===== config.mk =====
export PLATFORM = sky130hd
export DESIGN_NAME = stepper_xlate
export DESIGN_NICKNAME = d
export VERILOG_FILES = /design/src/rtl/stx_pkg.sv /design/src/rtl/stx_sync.sv /design/src/rtl/stx_index.sv /design/src/rtl/stx_phase.sv /design/src/rtl/stepper_xlate.sv
export SDC_FILE = /design/constraint.sdc
export NUM_CORES = 1
export LEC_CHECK = 0
export BUFFER_PORTS_ARGS = -buffer_cell sky130_fd_sc_hd__buf_4
export CAP_MARGIN = 40
export CORE_MARGIN = 2
export CORE_UTILIZATION = 45
export CTS_CLUSTER_SIZE = 28
export DETAILED_ROUTE_END_ITERATION = 10
export PLACE_DENSITY = 0.75
export SLEW_MARGIN = 5
export SYNTH_ARGS = -nofsm -noshare
export SYNTH_HDL_FRONTEND = slang
export SYNTH_SLANG_ARGS = --single-unit

===== constraint.sdc =====
create_clock -name clk -period 4.7 [get_ports clk]
set_clock_uncertainty 0.2 [all_clocks]
set_input_delay 0.235 -clock clk [delete_from_list [all_inputs] [get_ports clk]]
set_output_delay 0.235 -clock clk [all_outputs]
set_load 0.05 [all_outputs]

===== src/rtl/stx_pkg.sv =====
package stx_pkg;
  localparam int POS_W      = 6;
  localparam int MAG_W      = 14;
  localparam int QTR        = 16;
  localparam int HALF_CYC   = 2 * QTR;
  localparam int FULL_SCALE = 10000;

  typedef logic [POS_W-1:0] pos_t;
  typedef logic [MAG_W-1:0] mag_t;

  // {first bit, second bit}
  typedef enum logic [1:0] {
    RES_FULL      = 2'b00,
    RES_QUARTER   = 2'b01,
    RES_HALF      = 2'b10,
    RES_SIXTEENTH = 2'b11
  } res_e;

  // quarter-wave of |sin| in 0.01 % units, index 0..16
  function automatic mag_t qsin(input logic [4:0] k);
    mag_t v;
    case (k)
      5'd0:  v = 14'd0;
      5'd1:  v = 14'd980;
      5'd2:  v = 14'd1951;
      5'd3:  v = 14'd2903;
      5'd4:  v = 14'd3827;
      5'd5:  v = 14'd4714;
      5'd6:  v = 14'd5556;
      5'd7:  v = 14'd6344;
      5'd8:  v = 14'd7071;
      5'd9:  v = 14'd7730;
      5'd10: v = 14'd8315;
      5'd11: v = 14'd8819;
      5'd12: v = 14'd9239;
      5'd13: v = 14'd9569;
      5'd14: v = 14'd9808;
      5'd15: v = 14'd9952;
      5'd16: v = 14'd10000;
      default: v = 14'd0;
    endcase
    return v;
  endfunction

  // magnitude of a winding at a position (m = position mod 32)
  function automatic mag_t mag_of(input logic [4:0] m, input bit is_sin);
    logic [5:0] k;
    if (is_sin) k = (m <= 5'd16) ? {1'b0, m} : (6'd32 - {1'b0, m});
    else        k = (m <= 5'd16) ? (6'd16 - {1'b0, m}) : ({1'b0, m} - 6'd16);
    return qsin(k[4:0]);
  endfunction

  // sign of a winding: 1 when strictly negative
  function automatic logic sign_of(input pos_t p, input bit is_sin);
    if (is_sin) return (p > pos_t'(HALF_CYC));
    return (p > pos_t'(QTR)) && (p < pos_t'(3 * QTR));
  endfunction

  function automatic pos_t step_incr(input res_e r);
    case (r)
      RES_FULL:    return pos_t'(QTR);
      RES_HALF:    return pos_t'(QTR / 2);
      RES_QUARTER: return pos_t'(QTR / 4);
      default:     return pos_t'(1);
    endcase
  endfunction
endpackage


===== src/rtl/stx_sync.sv =====
module stx_sync #(
  parameter int STAGES = 2
) (
  input  logic clk,
  input  logic rst_n,
  input  logic d,
  output logic rise
);
  logic [STAGES:0] chain;

  // chain resets high so a level held through reset is not an edge
  always_ff @(posedge clk or negedge rst_n) begin
    if (!rst_n) chain <= '1;
    else        chain <= {chain[STAGES-1:0], d};
  end

  assign rise = chain[STAGES-1] & ~chain[STAGES];


  single_rise_chk: assert property (@(posedge clk) disable iff (!rst_n)
    rise |=> !rise);
endmodule


===== src/rtl/stx_index.sv =====
module stx_index
  import stx_pkg::*;
#(
  parameter int HOME_POS = 8
) (
  input  logic clk,
  input  logic rst_n,
  input  logic adv,
  input  logic dir,
  input  res_e res,
  output pos_t pos,
  output pos_t pos_next
);
  pos_t incr;

  assign incr     = step_incr(res);
  assign pos_next = !adv ? pos : (dir ? pos + incr : pos - incr);

  always_ff @(posedge clk or negedge rst_n) begin
    if (!rst_n) pos <= pos_t'(HOME_POS);
    else        pos <= pos_next;
  end


  idle_pos_chk: assert property (@(posedge clk) disable iff (!rst_n)
    !adv |=> $stable(pos));

  full_grid_chk: assert property (@(posedge clk) disable iff (!rst_n)
    (adv && res == RES_FULL) |=> (pos[3:0] == $past(pos[3:0])));

  half_grid_chk: assert property (@(posedge clk) disable iff (!rst_n)
    (adv && res == RES_HALF) |=> (pos[2:0] == $past(pos[2:0])));
endmodule


===== src/rtl/stx_phase.sv =====
module stx_phase
  import stx_pkg::*;
#(
  parameter bit IS_SIN   = 1'b0,
  parameter int HOME_POS = 8
) (
  input  logic clk,
  input  logic rst_n,
  input  logic adv,
  input  pos_t pos_next,
  output mag_t mag,
  output logic neg,
  output logic mixed
);
  localparam pos_t HOME = pos_t'(HOME_POS);

  mag_t mag_new;
  logic zero_new;

  assign mag_new  = mag_of(pos_next[4:0], IS_SIN);
  assign zero_new = (mag_new == '0);

  always_ff @(posedge clk or negedge rst_n) begin
    if (!rst_n) begin
      mag   <= mag_of(HOME[4:0], IS_SIN);
      neg   <= sign_of(HOME, IS_SIN);
      mixed <= 1'b1;
    end else if (adv) begin
      mag   <= mag_new;
      mixed <= (mag_new < mag);
      if (!zero_new) neg <= sign_of(pos_next, IS_SIN);
    end
  end


  decay_dir_chk: assert property (@(posedge clk) disable iff (!rst_n)
    adv |=> (mixed == (mag < $past(mag))));

  idle_out_chk: assert property (@(posedge clk) disable iff (!rst_n)
    !adv |=> $stable({mag, neg, mixed}));

  zero_hold_chk: assert property (@(posedge clk) disable iff (!rst_n)
    ($past(adv) && mag == '0) |-> (neg == $past(neg)));

  always_comb begin
    mag_range_chk: assert (!rst_n || mag <= mag_t'(FULL_SCALE));
  end
endmodule


===== src/rtl/stepper_xlate.sv =====
module stepper_xlate
  import stx_pkg::*;
#(
  parameter int SYNC_STAGES = 2,
  parameter int HOME_POS    = 8
) (
  input  logic             clk,
  input  logic             rst_n,
  input  logic             step,
  input  logic             dir,
  input  logic             res_a,
  input  logic             res_b,
  output logic [MAG_W-1:0] ph1_mag,
  output logic             ph1_neg,
  output logic             ph1_mixed,
  output logic [MAG_W-1:0] ph2_mag,
  output logic             ph2_neg,
  output logic             ph2_mixed
);
  logic step_rise;
  res_e res_sel;
  pos_t pos, pos_next;

  assign res_sel = res_e'({res_a, res_b});

  stx_sync #(.STAGES(SYNC_STAGES)) u_sync (
    .clk(clk), .rst_n(rst_n), .d(step), .rise(step_rise)
  );

  stx_index #(.HOME_POS(HOME_POS)) u_index (
    .clk(clk), .rst_n(rst_n), .adv(step_rise), .dir(dir), .res(res_sel),
    .pos(pos), .pos_next(pos_next)
  );

  mag_t mags [2];
  logic negs [2];
  logic mixs [2];

  for (genvar g = 0; g < 2; g++) begin : g_ph
    stx_phase #(.IS_SIN(g == 1), .HOME_POS(HOME_POS)) u_ph (
      .clk(clk), .rst_n(rst_n), .adv(step_rise), .pos_next(pos_next),
      .mag(mags[g]), .neg(negs[g]), .mixed(mixs[g])
    );
  end

  assign ph1_mag   = mags[0];
  assign ph1_neg   = negs[0];
  assign ph1_mixed = mixs[0];
  assign ph2_mag   = mags[1];
  assign ph2_neg   = negs[1];
  assign ph2_mixed = mixs[1];


  home_exit_chk: assert property (@(posedge clk) disable iff (!rst_n)
    $rose(rst_n) |-> (ph1_mixed && ph2_mixed && !ph1_neg && !ph2_neg
                      && ph1_mag == ph2_mag));

  no_reset_step_chk: assert property (@(posedge clk) disable iff (!rst_n)
    $rose(rst_n) |-> !step_rise);

  pos_mag_chk: assert property (@(posedge clk) disable iff (!rst_n)
    (pos[3:0] == 4'd0) |-> (ph1_mag == '0 || ph2_mag == '0));
endmodule


-- Word level (Yosys, flattened, before mapping)
Memories as Yosys holds them, arrays and structs flattened.
Cells that the tools add are included.
- bitwise logic cells: 4
- $lt $le $gt $ge: 6
- mux-type cells: 8
- reductions and logical operators: 6
- add/sub/neg operators: 5
- equality and inequality tests: 2
- operators by type and width (operator ; number):
    zero test 14 bit ; 2
    < comparator 14 bit ; 2
    case mux 5 bit (3 select lines) ; 1
    2-to-1 mux 6 bit ; 2
    2-to-1 mux 5 bit ; 2
    adder 6 x 5 -> 6 bit ; 1
    greater-than comparator 6 x 5 -> 1 bit (second input constant) ; 1
    greater-than comparator 6 bit (second input constant) ; 1
    < comparator 6 bit (second input constant) ; 1
    subtractor 6 x 5 -> 6 bit ; 1
    less-or-equal comparator 5 bit (second input constant) ; 1
    subtractor 1 x 5 -> 5 bit (first input constant) ; 1
    subtractor 5 bit (first input constant) ; 1
    subtractor 5 bit (second input constant) ; 1
    AND reduction 2 bit ; 2
    2-to-1 mux 1 bit ; 3
    inverter 1 bit ; 3
    == test 2 x 1 -> 1 bit (second input constant) ; 1
    == test 2 bit (second input constant) ; 1
    zero test 2 bit ; 1
    AND 1 bit ; 1
    logical AND 1 bit ; 1
- memories: 2
- memory bits (read-only): 896
- register bits after elaboration: 41
- input bits: 6
- memories (name ; depth ; width ; read ports ; clocked after Yosys merged registers in ; wr ports ; line ; text):
    (no name shown) ; 32 ; 14 ; 1 ; 0 ; 0 ; stx_pkg.sv:22 ; case (k)
    (no name shown) ; 32 ; 14 ; 1 ; 0 ; 0 ; stx_pkg.sv:22 ;

-- Depth between registers and ports, before layout
An unclocked memory read counts as a cell.
- word-level depth: 12
- depth in mapped cells: 23

-- By module
A second synthesis with hierarchy kept.
- cells, all modules: 542
- area total of the unflattened synthesis: 4341.7 µm²
- by module, submodules not included (module ; area each (µm²) ; instances ; sequential area each (µm²) ; cells an instance):
    stx_phase at g_ph[1].u_ph ; 1971.9 ; 1 ; 414.1 ; 259
    stx_phase at g_ph[0].u_ph ; 1783.0 ; 1 ; 414.1 ; 229
    stx_index ; 494.2 ; 1 ; 151.4 ; 50
    stx_sync ; 92.6 ; 1 ; 78.8 ; 4

-- Worst setup path before layout
No wires, ideal clock.
- path type: register -> register
- from: reg u_index.pos[0]
- to: reg g_ph[0].u_ph.mixed
- clock period less this slack: 4.412 ns
- cell stages (with the launch flop): 18
- library setup time: 0.073 ns
- path slack: 0.288 ns
- arrival time: 4.139 ns
- cells stage by stage: dfrtp_1 -> ha_1 -> fa_1 -> mux2i_1 -> ha_1 -> clkbuf_1 -> nand2_1 -> o32ai_2 -> nor3_1 -> a221o_1 -> or2_2 -> ha_1 -> a21o_1 -> a21oi_1 -> nor2_1 -> a2111oi_0 -> a21oi_1 -> a21oi_1
- word-level cells in the longest chain between the ends: 7
- elaborated cells between the ends (all ways): 10
- classes of those cells: 4 x add/sub; 2 x order compare; 3 x mux; 1 x memory
- RTL lines (item ; line ; text):
    start: declaration ; stx_index.sv:11 ; output pos_t pos,
    start signal: assignment ; stx_index.sv:20 ; if (!rst_n) pos <= pos_t'(HOME_POS);
    start signal: assignment ; stx_index.sv:21 ; else pos <= pos_next;
    subtractor 6 x 5 -> 6 bit / adder 6 x 5 -> 6 bit (equally long branches) ; stx_index.sv:17 ; assign pos_next = !adv ? pos : (dir ? pos + incr : pos - incr);
    2-to-1 mux 6 bit ; stx_index.sv:17 ;
    2-to-1 mux 6 bit (*) ; stx_index.sv:17 ;
    subtractor 5 bit / less-or-equal comparator 5 bit (equally long branches) ; n/a ;
    2-to-1 mux 5 bit (*) ; stx_pkg.sv:49 ; else k = (m <= 5'd16) ? (6'd16 - {1'b0, m}) : ({1'b0, m} - 6'd16);
    memory read (32 x 14 bit) (*) ; n/a ;
    net g_ph[0].u_ph.mag_new[8] ; stx_phase.sv:17 ; mag_t mag_new;
    < comparator 14 bit (*) ; stx_phase.sv:30 ; mixed <= (mag_new < mag);
    end signal: assignment ; stx_phase.sv:30 ;
    end: declaration ; stx_phase.sv:13 ; output logic mixed
Mark *: on every way through the listed nets, which the timed path passes. The rest lies on a longest branch.
A chain may end at the register's enable or synchronous reset.

-- Worst setup path in the final report
- from: reg u_index.pos[2]
- to: reg g_ph[0].u_ph.mixed
Same word-level chain as after synthesis.

==> flow_summary.html <==
<table>
<tr><th>Metric</th><th>Value</th></tr>
<tr><th colspan="2">Global routing</th></tr>
<tr><td>Wire length of the first global-routing pass</td><td>18.5 mm</td></tr>
<tr><td>Total overflow reported by the global router</td><td>0</td></tr>
<tr><td>Via count of the first global-routing pass</td><td>3690</td></tr>
<tr><td>Pin count of the biggest net entering global routing</td><td>42</td></tr>
<tr><td>Met3 Use GR</td><td>2.60%</td></tr>
<tr><td>Global-route track usage on met2</td><td>39.6%</td></tr>
<tr><td>Initial antenna violation count</td><td>0</td></tr>
<tr><td>Total routing resource utilization after global routing</td><td>23.6%</td></tr>
<tr><td>Most utilized layer in the global route result</td><td>met2</td></tr>
<tr><td>Met1 usage</td><td>32.8%</td></tr>
<tr><th colspan="2">Min path</th></tr>
<tr><td>Worst hold start</td><td>u_sync.chain[0]</td></tr>
<tr><td>Worst min-delay path class</td><td>reg2reg</td></tr>
<tr><th colspan="2">Layout</th></tr>
<tr><td>FILL cells</td><td>745</td></tr>
<tr><td>Final core utilization</td><td>58.0%</td></tr>
<tr><td>Ratio of cells with drive above 1 in the final layout</td><td>31.6%</td></tr>
<tr><td>Antenna diode count</td><td>0</td></tr>
<tr><td>Layout Cell Area excl Fill</td><td>4790 sq um</td></tr>
<tr><td>Cell Count, Final, Fillers Out</td><td>650</td></tr>
<tr><td>Synth-to-Final Area Change</td><td>24.2%</td></tr>
<tr><td>Nets@finish</td><td>597</td></tr>
<tr><th colspan="2">Floorplanning</th></tr>
<tr><td>Standard cell core area</td><td>8260 sq um</td></tr>
<tr><td>Floorplan die width</td><td>96.6 um</td></tr>
<tr><td>Cell Rows</td><td>33</td></tr>
<tr><td>Total Die Area</td><td>9330 sq um</td></tr>
<tr><td># IOs</td><td>38</td></tr>
<tr><td>Starting utilization of the core area</td><td>46.7%</td></tr>
<tr><td>Die extent in y</td><td>96.6 um</td></tr>
<tr><th colspan="2">Timing</th></tr>
<tr><td>Max-slew headroom</td><td>54.8%</td></tr>
<tr><td>Achievable clock frequency</td><td>221 MHz</td></tr>
<tr><td>Setup Total Neg Slack</td><td>0 ns</td></tr>
<tr><td>Final setup vio count</td><td>0</td></tr>
<tr><td>Final hold violation count</td><td>0</td></tr>
<tr><td>Final worst path period share</td><td>96.2%</td></tr>
<tr><td>Worst Max-Slew Pin Slew</td><td>0.670 ns</td></tr>
<tr><td>Post-route minimum period</td><td>4.52 ns</td></tr>
<tr><td>Number of pins exceeding their max-slew limit in the final report</td><td>0</td></tr>
<tr><th colspan="2">Synth</th></tr>
<tr><td>EDFF count, synth</td><td>0</td></tr>
<tr><td>Post-Synth Adder-Cell Area</td><td>15.4%</td></tr>
<tr><td>Number of warnings issued by yosys</td><td>0</td></tr>
<tr><td>Xor-xnor portion of the synthesized cell area</td><td>1.13%</td></tr>
<tr><td>Per-instance average area after synthesis</td><td>8.21 sq um</td></tr>
<tr><td>Post-synthesis compound-gate area fraction</td><td>24.9%</td></tr>
<tr><td>Number of storage elements in the synthesis netlist</td><td>41</td></tr>
<tr><td>Number of different library cells in the post-synthesis netlist</td><td>67</td></tr>
<tr><td>Synthesized cell area</td><td>3860 sq um</td></tr>
<tr><td>Post-synth top flop</td><td>sky130_fd_sc_hd__dfstp_2</td></tr>
<tr><td>Sequential fraction of the synthesis area</td><td>27.4%</td></tr>
<tr><td>Fraction of the mapped netlist area in simple logic gates</td><td>18.0%</td></tr>
<tr><td>FFs w/ async S/R, synth</td><td>100%</td></tr>
<tr><td>Post-synthesis instance total</td><td>470</td></tr>
<tr><td>Combinational family with the most area after synthesis</td><td>compound AO/OA/AOI/OAI gates</td></tr>
<tr><td>Net count of the mapped netlist</td><td>523</td></tr>
<tr><td>Mux share of post-synthesis cell area</td><td>5.12%</td></tr>
<tr><th colspan="2">Outcome</th></tr>
<tr><td>Outcome</td><td>completed</td></tr>
<tr><th colspan="2">Critical path</th></tr>
<tr><td>Startpoint type of the worst setup path</td><td>flip-flop</td></tr>
<tr><td>Crit path max-delay family</td><td>compound AO/OA/AOI/OAI gates</td></tr>
<tr><td>Worst Setup End Kind</td><td>flip-flop</td></tr>
<tr><td>Origin of the critical flop-to-flop path</td><td>u_index.pos[2]</td></tr>
<tr><td>Worst-path fanout max</td><td>9</td></tr>
<tr><td>Launching instance or port of the critical path</td><td>u_index.pos[2]</td></tr>
<tr><td>Delay of the slowest critical-path stage</td><td>0.44 ns</td></tr>
<tr><td>Kind of critical path</td><td>reg2reg</td></tr>
<tr><td>Buffers &amp; Inverters on Critical Path</td><td>2</td></tr>
<tr><td>Cell-by-cell listing of the critical path</td><td>ha_2, nor4bb_2, mux2i_1, and2_1, buf_4, inv_2, nor2_1, a21oi_1, o32ai_1, a221o_1, or2_2, ha_1, a21o_1, a21oi_1, nor2_1, a2111oi_2, a21oi_1, a21oi_1</td></tr>
<tr><td>Req. time, crit path</td><td>4.74 ns</td></tr>
<tr><td>Critical path's slowest cell</td><td>sky130_fd_sc_hd__dfrtp_1</td></tr>
<tr><td>Crit path top cell by count</td><td>sky130_fd_sc_hd__a21oi_1</td></tr>
<tr><td>Critical Path AT</td><td>4.56 ns</td></tr>
<tr><th colspan="2">CTS</th></tr>
<tr><td>Clock sinks</td><td>41</td></tr>
<tr><td>Number of levels the H-tree was split into</td><td>2</td></tr>
<tr><td>Number of buffers added by the clock tree synthesis step</td><td>5</td></tr>
<tr><td>Latest clock arrival within the worst-skew pair</td><td>0.29 ns</td></tr>
<tr><td>CTS max path bufs</td><td>2</td></tr>
<tr><td>TritonCTS clock tree</td><td>done</td></tr>
<tr><td>Root Buffer Master</td><td>sky130_fd_sc_hd__clkbuf_8</td></tr>
<tr><td>Reg clk slew, reported paths</td><td>0.09 ns</td></tr>
<tr><th colspan="2">Route</th></tr>
<tr><td>DRC violation total after the first TritonRoute iteration</td><td>295</td></tr>
<tr><td>Overall via count from detail_route</td><td>3855</td></tr>
<tr><td>Post-detailed-route count of antenna-violating nets</td><td>0</td></tr>
<tr><td>Total routed wirelength</td><td>11.5 mm</td></tr>
<tr><td>Number of optimization iterations in the first detailed-route pass</td><td>6</td></tr>
<tr><td>Drt drc</td><td>0</td></tr>
<tr><td>DR WL/cell</td><td>17.8 um</td></tr>
<tr><td>Via-to-Cell Ratio</td><td>5.93</td></tr>
<tr><th colspan="2">Placement</th></tr>
<tr><td>Final weighted congestion of routability-driven global placement</td><td>1.00</td></tr>
<tr><td>Number of placed cells counting well taps</td><td>633</td></tr>
<tr><td>Placed inst area</td><td>4480 sq um</td></tr>
<tr><td>Post-detail-place hpwl</td><td>8.56 mm</td></tr>
<tr><td>Buffers added on ports</td><td>37</td></tr>
<tr><th colspan="2">Job</th></tr>
<tr><td>Max-cap violations</td><td>0</td></tr>
</table>
layer usage:
| metal | part of all wire (%) | up-vias |
|---|---|---|
| li1 | - | 1842 |
| met1 | 45 | 1823 |
| met2 | 47 | 162 |
| met3 | 5.7 | 28 |
| met4 | 2.4 | 0 |
| met5 | 0 | - |
cell usage after synthesis (all sizes together), types with 2 or more instances:
master,number,share of area [%]
a31o,3,0.68
ha,46,15
nor2,31,3.0
clkbuf,13,1.3
and2,7,1.1
o211ai,7,1.4
nor4,2,0.32
a21o,11,2.1
a221oi,4,1.1
mux2i,7,1.9
buf,10,1.9
dfstp,26,18
o21a,2,0.39
o32ai,4,1.1
o2111ai,2,0.45
a21oi,31,4.1
o22ai,4,0.65
nor4b,3,0.68
nor2b,4,0.65
nand3,9,1.3
nor3,6,0.78
a22oi,2,0.39
xnor2,4,0.91
nand2b,4,0.84
a31oi,6,0.97
a211oi,4,0.91
nor4bb,6,1.6
a2111oi,5,1.1
o221ai,2,0.45
or2,2,0.32
o21ai,45,5.8
nand2,56,5.4
o31ai,3,0.58
dfrtp,15,9.7
inv,48,4.7
mux2,11,3.2
nand4,7,1.1
o32a,3,0.78
worst paths after layout:
| kind | end | slack [ns] | cells after the start |
|---|---|---|---|
| max in group asynchronous | u_index.pos[3] | 3.67 | 2 |
| worst max register to register | g_ph[0].u_ph.mixed | 0.18 | 18 |
| min in group asynchronous | g_ph[0].u_ph.mag[6] | 0.25 | 2 |
| worst min register to register | u_sync.chain[1] | 0.16 | 0 |
| worst min-delay path | u_sync.chain[1] | 0.16 | 0 |
| worst max-delay path | g_ph[0].u_ph.mixed | 0.18 | 18 |
flip-flops by register name, indices dropped and copies added (netlist names):
| signal | cells |
|---|---|
| g_ph.u_ph.neg | 2 |
| u_index.pos | 6 |
| g_ph.u_ph.mixed | 2 |
| u_sync.chain | 3 |
| g_ph.u_ph.mag | 28 |
final cells by class:
type                            instances  area, sq um  area share, %
Multi-Input combinational cell        357         2630           54.9
Sequential cell                        41         1060           22.1
Timing Repair Buffer                   90          684           14.3
Inverter                               49          184           3.84
Tap cell                              105          131           2.74
Clock buffer                            7         96.3           2.01
Clock inverter                          1         5.00          0.104
logic make-up (layout without fill, tap and decap cells):
logic type               after synthesis  in the layout
AO/OA/AOI/OAI                        146            146
flip-flops                            41             41
multiplexers                          18             18
AND/OR/NAND/NOR                      141            141
buffers and inverters                 72            147
adder cells (fa/ha/maj)               47             47
XOR/XNOR                               5              5
stage by stage:
| stage | hold WS [ns] | setup slack (ns) |
|---|---|---|
| floorplan | -0.261 | 0.288 |
| global placement | 0.0485 | -0.0243 |
| detailed placement | 0.0537 | -0.0808 |
| CTS | 0.162 | 0.0589 |
| global route | 0.170 | -0.0382 |
| finish | 0.163 | 0.180 |
placed cells by master (no fill, tap or decap), drive strengths merged, types with 15 or more instances in the layout:
| cell type | n |
|---|---|
| a21oi | 31 |
| nor2 | 31 |
| dfrtp | 15 |
| o21ai | 45 |
| buf | 88 |
| ha | 46 |
| dfstp | 26 |
| nand2 | 56 |
| inv | 48 |
repair_timing:
action	4_1_cts	5_1_grt
resized for setup	1	35
endpoints found under the setup margin	1	3
endpoints found under the hold margin	16	0
hold buffers	2	0
buffers inserted	0	7
pin swaps	0	10
Power is not shown: default switching activity piles up to over one toggle a cycle in this logic, so the estimate is an artifact.
